--- config.mk ---
export PLATFORM = sky130hd
export DESIGN_NAME = lane_align_unit
export DESIGN_NICKNAME = d
export VERILOG_FILES = /design/src/rtl/lane_align_pkg.sv /design/src/rtl/la_addr_gen.sv /design/src/rtl/la_rd_steer.sv /design/src/rtl/la_wr_steer.sv /design/src/rtl/la_trap_reg.sv /design/src/rtl/lane_align_unit.sv
export SDC_FILE = /design/constraint.sdc
export NUM_CORES = 1
export LEC_CHECK = 0
export ABC_CLOCK_PERIOD_IN_PS = 2900
export BUFFER_PORTS_ARGS = -buffer_cell sky130_fd_sc_hd__buf_2
export CAP_MARGIN = 30
export CORE_AREA = 3 3 154 156
export CTS_CLUSTER_DIAMETER = 60
export DETAILED_ROUTE_END_ITERATION = 7
export DIE_AREA = 0 0 157 159
export MAX_ROUTING_LAYER = met4
export PLACE_DENSITY = 0.54
export SYNTH_ARGS = -nofsm -noshare
export SYNTH_HDL_FRONTEND = slang
export SYNTH_SLANG_ARGS = --single-unit
--- constraint.sdc ---
create_clock -name clk -period 2.9 [get_ports clk]
set_clock_uncertainty 0.1 [all_clocks]
set_input_delay 0 -clock clk [delete_from_list [all_inputs] [get_ports clk]]
set_output_delay 0 -clock clk [all_outputs]
set_load 0.02 [all_outputs]
--- src/rtl/lane_align_pkg.sv ---
package lane_align_pkg;

    localparam int LANES   = 4;
    localparam int DATA_W  = 32;
    localparam int OFF_W   = $clog2(LANES);

    typedef enum logic [1:0] {
        SZ_BYTE = 2'b00,
        SZ_WORD = 2'b01,
        SZ_LONG = 2'b10,
        SZ_RSVD = 2'b11
    } acc_size_e;

    typedef struct packed {
        acc_size_e        sz;
        logic [OFF_W-1:0] off;
    } acc_t;

    // Reserved code maps to long; on the wide-only port byte maps to word.
    function automatic acc_size_e norm_size(logic [1:0] raw, bit wide_only);
        acc_size_e s;
        s = acc_size_e'(raw);
        if (s == SZ_RSVD)
            s = SZ_LONG;
        else if (wide_only && s == SZ_BYTE)
            s = SZ_WORD;
        return s;
    endfunction

    function automatic logic is_misaligned(acc_size_e s, logic [OFF_W-1:0] off);
        case (s)
            SZ_WORD: is_misaligned = off[0];
            SZ_LONG: is_misaligned = |off;
            default: is_misaligned = 1'b0;
        endcase
    endfunction

    function automatic logic [LANES-1:0] lane_mask(acc_size_e s, logic [OFF_W-1:0] off);
        case (s)
            SZ_BYTE: lane_mask = LANES'(1) << off;
            SZ_WORD: lane_mask = off[1] ? 4'b1100 : 4'b0011;
            default: lane_mask = {LANES{1'b1}};
        endcase
    endfunction

    function automatic logic [2:0] size_step(acc_size_e s);
        case (s)
            SZ_BYTE: size_step = 3'd1;
            SZ_WORD: size_step = 3'd2;
            default: size_step = 3'd4;
        endcase
    endfunction

endpackage

--- src/rtl/la_addr_gen.sv ---
module la_addr_gen
    import lane_align_pkg::*;
#(
    parameter int AW        = 32,
    parameter bit WIDE_ONLY = 1'b0
) (
    input  logic [AW-1:0] ea,
    input  logic [1:0]    size_raw,
    output acc_t          acc,
    output logic          err,
    output logic [AW-1:0] next_ea
);

    acc_size_e sz_n;
    logic      illegal_size;

    generate
        if (WIDE_ONLY) begin : g_wide
            assign illegal_size = (size_raw == 2'b00);
        end else begin : g_full
            assign illegal_size = 1'b0;
        end
    endgenerate

    always_comb begin
        sz_n    = norm_size(size_raw, WIDE_ONLY);
        acc.sz  = sz_n;
        acc.off = ea[OFF_W-1:0];
        err     = is_misaligned(sz_n, ea[OFF_W-1:0]) | illegal_size;
        next_ea = ea + AW'(size_step(sz_n));
    end

endmodule

--- src/rtl/la_rd_steer.sv ---
module la_rd_steer
    import lane_align_pkg::*;
(
    input  logic [DATA_W-1:0] rdata,
    input  acc_t              acc,
    input  logic              sext,
    output logic [DATA_W-1:0] value
);

    logic [DATA_W-1:0] shifted;

    always_comb begin
        case (acc.sz)
            SZ_BYTE: begin
                shifted = rdata >> {acc.off, 3'b000};
                value   = {{24{sext & shifted[7]}}, shifted[7:0]};
            end
            SZ_WORD: begin
                shifted = rdata >> {acc.off[1], 4'b0000};
                value   = {{16{sext & shifted[15]}}, shifted[15:0]};
            end
            default: begin
                shifted = rdata;
                value   = shifted;
            end
        endcase
    end

endmodule

--- src/rtl/la_wr_steer.sv ---
module la_wr_steer
    import lane_align_pkg::*;
(
    input  logic [DATA_W-1:0] wdata,
    input  acc_t              acc,
    input  logic              wr_en,
    output logic [LANES-1:0]  be,
    output logic [DATA_W-1:0] lane_data
);

    always_comb begin
        be = wr_en ? lane_mask(acc.sz, acc.off) : '0;
        case (acc.sz)
            SZ_BYTE: lane_data = {24'b0, wdata[7:0]}  << {acc.off, 3'b000};
            SZ_WORD: lane_data = {16'b0, wdata[15:0]} << {acc.off[1], 4'b0000};
            default: lane_data = wdata;
        endcase
    end

endmodule

--- src/rtl/la_trap_reg.sv ---
module la_trap_reg (
    input  logic clk,
    input  logic rst,
    input  logic set,
    input  logic ack,
    output logic pend
);

    always_ff @(posedge clk) begin
        if (rst)
            pend <= 1'b0;
        else if (set)
            pend <= 1'b1;
        else if (ack)
            pend <= 1'b0;
    end

endmodule

--- src/rtl/lane_align_unit.sv ---
module lane_align_unit
    import lane_align_pkg::*;
#(
    parameter int AW = 32
) (
    input  logic              clk,
    input  logic              rst,
    input  logic              x_req,
    input  logic              x_we,
    input  logic [1:0]        x_size,
    input  logic              x_sext,
    input  logic [AW-1:0]     x_ea,
    input  logic [31:0]       x_wdata,
    output logic [AW-3:0]     x_mem_addr,
    output logic [3:0]        x_mem_be,
    output logic [31:0]       x_mem_wdata,
    input  logic [31:0]       x_mem_rdata,
    output logic [31:0]       x_rdata,
    output logic [AW-1:0]     x_next_ea,
    input  logic              y_req,
    input  logic [1:0]        y_size,
    input  logic [AW-1:0]     y_ea,
    output logic [AW-3:0]     y_mem_addr,
    input  logic [31:0]       y_mem_rdata,
    output logic [31:0]       y_rdata,
    output logic [AW-1:0]     y_next_ea,
    input  logic              trap_ack,
    output logic              trap_pend
);

    localparam int WA = AW - OFF_W;

    acc_t x_acc, y_acc;
    logic x_err, y_err;
    logic err_event;

    la_addr_gen #(.AW(AW), .WIDE_ONLY(1'b0)) u_x_addr (
        .ea       (x_ea),
        .size_raw (x_size),
        .acc      (x_acc),
        .err      (x_err),
        .next_ea  (x_next_ea)
    );

    la_addr_gen #(.AW(AW), .WIDE_ONLY(1'b1)) u_y_addr (
        .ea       (y_ea),
        .size_raw (y_size),
        .acc      (y_acc),
        .err      (y_err),
        .next_ea  (y_next_ea)
    );

    la_wr_steer u_x_wr (
        .wdata     (x_wdata),
        .acc       (x_acc),
        .wr_en     (x_req & x_we),
        .be        (x_mem_be),
        .lane_data (x_mem_wdata)
    );

    la_rd_steer u_x_rd (
        .rdata (x_mem_rdata),
        .acc   (x_acc),
        .sext  (x_sext),
        .value (x_rdata)
    );

    la_rd_steer u_y_rd (
        .rdata (y_mem_rdata),
        .acc   (y_acc),
        .sext  (1'b0),
        .value (y_rdata)
    );

    assign err_event = (x_req & x_err) | (y_req & y_err);

    la_trap_reg u_trap (
        .clk  (clk),
        .rst  (rst),
        .set  (err_event),
        .ack  (trap_ack),
        .pend (trap_pend)
    );

    assign x_mem_addr = x_ea[AW-1:OFF_W];
    assign y_mem_addr = y_ea[AW-1:OFF_W];

    // WA documents the word-address width; tie it to the port width.
    initial begin
        if (WA != AW - 2) $display("lane_align_unit: unexpected lane count");
    end

endmodule

# Word-level counts from Yosys, hierarchy flattened
# Cells that the tools add are included.
dict set report totals {
  ff_bits 1
  input_bits 171
  wordCells 44
  output_inout_bits 225
}
dict set report op_classes {
  addsub 2
  mux 15
  n_reduce_logical 6
  bitwise 7
  shift 7
  eq_ne 6
}
# operator n
set ops {}
lappend ops {{$pmux W32 S2} 3}
lappend ops {{$add A32 B3 Y32} 2}
lappend ops {{$shr A32 B5 Y16} 2}
lappend ops {{$shr A32 B5 Y8} 2}
lappend ops {{$shl A16 B5 Y32} 1}
lappend ops {{$shl A8 B5 Y32} 1}
lappend ops {{$pmux W3 S2} 2}
lappend ops {{$eq A2 B2 Y1 const B} 4}
lappend ops {{$mux W4} 2}
lappend ops {{$pmux W4 S2} 1}
lappend ops {{$logic_not A2 Y1} 3}
lappend ops {{$mux W2} 3}
lappend ops {{$and A1 B1 Y1} 5}
lappend ops {{$eq A2 B1 Y1 const B} 2}
lappend ops {{$pmux W1 S2} 2}
lappend ops {{$reduce_or A2 Y1} 2}
lappend ops {{$shl A1 B2 Y4 const A} 1}
lappend ops {{$mux W1} 2}
lappend ops {{$or A1 B1 Y1} 2}
lappend ops {{$reduce_bool A2 Y1} 1}

# Depth between registers and ports, before layout
dict set report logic_depth {
  depth_word 9
  depth_mapped 9
  ltp_nobuf 7
}

# By module
# Synthesis repeated with hierarchy kept, for this count alone.
dict set report hier_totals {
  cells_unflattened 608
  hier_area_um2 4251.6
}
# module cells_each seq_area_each_um2 area_each_um2 n_inst
set by_module_without_submodules {}
lappend by_module_without_submodules {la_rd_steer 123 0.0 848.3 2}
lappend by_module_without_submodules {{la_addr_gen at u_y_addr} 110 0.0 763.2 1}
lappend by_module_without_submodules {{la_addr_gen at u_x_addr} 100 0.0 714.4 1}
lappend by_module_without_submodules {la_wr_steer 85 0.0 569.3 1}
lappend by_module_without_submodules {lane_align_unit 63 0.0 469.2 1}
lappend by_module_without_submodules {la_trap_reg 4 20.0 38.8 1}

# Worst setup path after synthesis
# No wires, ideal clock.
dict set report synth_path {
  path_kind {in2out}
  from {input x_size[1]}
  to {output x_next_ea[18]}
  stages 9
  slack_ns 0.839
  n_path_buf 2
  arrival_time_ns 1.961
  required_time_ns 2.800
  cell_sequence {buf_2 nor2_1 ha_1 fa_1 a21o_1 nand4_1 buf_1 nor3_1 xor2_1}
}
dict set report synth_between {
  elab_chain_cells 5
  word_cells_on_any_way 6
  classes_between {1 x add/sub; 2 x eq/ne; 2 x mux; 1 x reduce/logical}
}
# item line
set synth_lines {}
lappend synth_lines {{from (decl)} lane_align_unit.sv:10} ;# input logic [1:0] x_size,
lappend synth_lines {{$eq A2 B2 Y1} lane_align_pkg.sv:23} ;# if (s == SZ_RSVD)
lappend synth_lines {{$mux W2 (*)} lane_align_pkg.sv:23}
lappend synth_lines {{$eq A2 B1 Y1 / $logic_not A2 Y1 (equally long branches)} -}
lappend synth_lines {{$pmux W3 S2 (*)} lane_align_pkg.sv:47} ;# case (s)
lappend synth_lines {{$add A32 B3 Y32 (*)} la_addr_gen.sv:30} ;# next_ea = ea + AW'(size_step(sz_n));
lappend synth_lines {{to (decl)} lane_align_unit.sv:19} ;# output logic [AW-1:0] x_next_ea,
# Every way passes the cells marked *; elsewhere a longest branch is shown, timed or not.

# Worst setup path after layout
dict set report layout_path {
  from {input x_size[1]}
  to {output x_next_ea[30]}
}
# Same word-level chain as after synthesis.

==> out/metrics.yaml <==
path_max_fanout: 13
crit_path_start_kind: "input port"
pwr-share-seq_pct: 1.5
top_regs: "u_trap.pend: 1 flops"
coreArea_um2: 22500
grtUsageMet3_pct: 0.544
synthTopCellsByArea: "buf_4 (13%), xnor2_1 (11%), a22o_1 (6.1%)"
seqCellArea_um2: 20.0
layout.cells.non_filler: 1089
max_slew_margin_pct: 52.6
ys_types: 48
yosysTopAreaCell: "buf_4"
regMostFlops: "u_trap.pend"
fin_util_pct: 23.8
synthCells: 499
nFillCells: 2541
required_ns: 2.80
portBuffers: 395
timing.setup.tns_ns: 0
die_y_um: 159
maxCapViolations: 0
worstMarginPinSlew_ns: 0.708
final_antenna_net_count: 0
ys.flop_type: "dfxtp_1"
gr-usage-met1_pct: 16.4
swShare_pct: 61.7
fin_crit_sh_pct: 80.5
p_int_w: 0.000415
largest_reg_flops: 1
layout_setup_ws_ns: 0.566
grt_pass1_wl_um: 26000
setup-violations-final: 0
synth_nets: 682
wire_per_inst_um: 15.5
pwr-share-clk_pct: 0
vias: 4938
crit_type: "input port to output port"
layout.nets: 989
post_cts_resized: 0
grtUsageTotal_pct: 12.7
syn_avg_cell_area_um2: 7.18
post-place-ws_ns: 0.544
grt_busiest_layer: "met2"
syn2layout_area_growth_pct: 49.3
routed_via_density: 4.53
ir_drop_mv: 0.0815
placed_cells: 1089
cts_hold_buf: 0
die_w_um: 157
hp-class: "input port to register"
final_cell_mix: "buf_2 (395), xnor2_1 (43), and2_1 (30), nand2_1 (29), a22o_1 (25)"
layout_commonest_cell: "buf_2"
rsz0062_at_grt: "no"
status: "completed"
multi_input_area_um2: 2890
overflow: 0
synth_edf_count: 0
finalCriticalPeriod_ns: 2.33
synth_top_area_share_pct: 12.6
drtPass1Iterations: 5
power_w: 0.00108
wl_um: 16900
n_antenna_cell: 0
power_switching_w: 0.000668
worstSkewPairLatency_ns: 0
clk_pin_slew_ns: 0
slew_violations: 0
initial_core_util_pct: 15.9
async_flop_share_pct: 0
comb_power_share_pct: 98.5
die-area_um2: 25000
drc: 0
place_congestion: 0.908
drive_above_1_share_pct: 53.4
p_leak_nw: 2.87
syn_area_um2: 3580
initialDrtViolationCount: 296
grt_pass1_vias: 4757
rows: 55
power.density_nw_per_um2: 203
fmax_mhz: 428
ys_seq_area_share_pct: 0.559
synth_seq_cells: 1
arrival_ns: 2.23
finalHoldViolations: 0
grt_max_degree: 55
hpwl_um: 14700
cts_setup_buffers: 0
yosys_warnings: 0
antenna_found_initial: 0
grt_util_met2_pct: 22.9
io_pins: 396
end_kind: "output port"
[cell usage after synthesis, types with 2 or more instances]
cell type / number
mux2i_1: 9
inv_1: 14
a32o_1: 6
nand2_1: 29
a222oi_1: 9
buf_4: 60
mux2_2: 17
a21o_2: 2
o21ai_0: 19
nand4_1: 24
nor4_1: 5
nor2b_1: 4
and2_1: 30
buf_6: 4
a211oi_1: 3
xnor2_1: 43
a221o_1: 7
nand2b_1: 3
buf_2: 10
a22o_1: 25
and3_1: 14
a22oi_1: 9
ha_1: 10
clkbuf_1: 22
nor2_1: 14
nand3_1: 23
maj3_1: 2
nor3_1: 10
xor2_1: 17
a21oi_1: 10
fa_1: 2
a21o_1: 18
and4_1: 10
[kinds of logic after synthesis]
logic type / synth area share, %
DFF: 0.559
buffers and inverters: 19.1
xor gates and xnor gates: 14.7
and+or+nand+nor: 27.9
AOI/OAI and AO/OA: 24.1
adders and majority gates: 5.17
muxes: 8.49
[worst max-delay path, stage by stage]
cell	delay, ns
buf_2	0.12
nor2_1	0.18
ha_1	0.24
fa_1	0.23
a21o_1	0.15
nand4_1	0.52
nor4_1	0.44
xor2_1	0.17
buf_2	0.18
[stage by stage]
stage                     hold slack (ns)  cell area, um2
final                              0.0620            5350
after global routing               0.0794            5350
after CTS                          0.0687            5350
after detailed placement           0.0687            5350
after global placement             0.0619            5350
after floorplan                   -0.0309            3580
[cell type report]
class	count	share of cell area, %
Multi-Input combinational cell	387	54.0
Timing Repair Buffer	402	38.0
Sequential cell	1	0.374
Tap cell	285	6.67
Inverter	14	0.983
[power by group through the flow]
| stage | Clock [W] | Sequential [W] | Combinational (W) |
|---|---|---|---|
| finish | 0 | 0.0000158 | 0.00107 |
| global route | 0 | 0.0000160 | 0.00115 |
| CTS | 0 | 0.0000158 | 0.00107 |
| detailed placement | 0 | 0.0000158 | 0.00107 |
| global placement | 0 | 0.0000157 | 0.00107 |
| floorplan | 0 | 0.0000174 | 0.000677 |
[worst paths after layout]
kind	from	slack (ns)	end	cells past startpoint
hold reg to reg	u_trap.pend$_SDFFE_PP0P_	0.53	u_trap.pend$_SDFFE_PP0P_	3
setup / recovery	x_size[1]	0.57	x_next_ea[30]	9
setup reg to reg	u_trap.pend$_SDFFE_PP0P_	2.07	u_trap.pend$_SDFFE_PP0P_	3
hold / removal	rst	0.06	u_trap.pend$_SDFFE_PP0P_	2
[per-layer routing]
layer  part of all wire (%)  wire [um]
met1                     43       7280
met2                     51       8560
met3                    5.7        964
met4                   0.53         90
met5                      0          0
No activity file was read; power rests on OpenSTA's default activity.
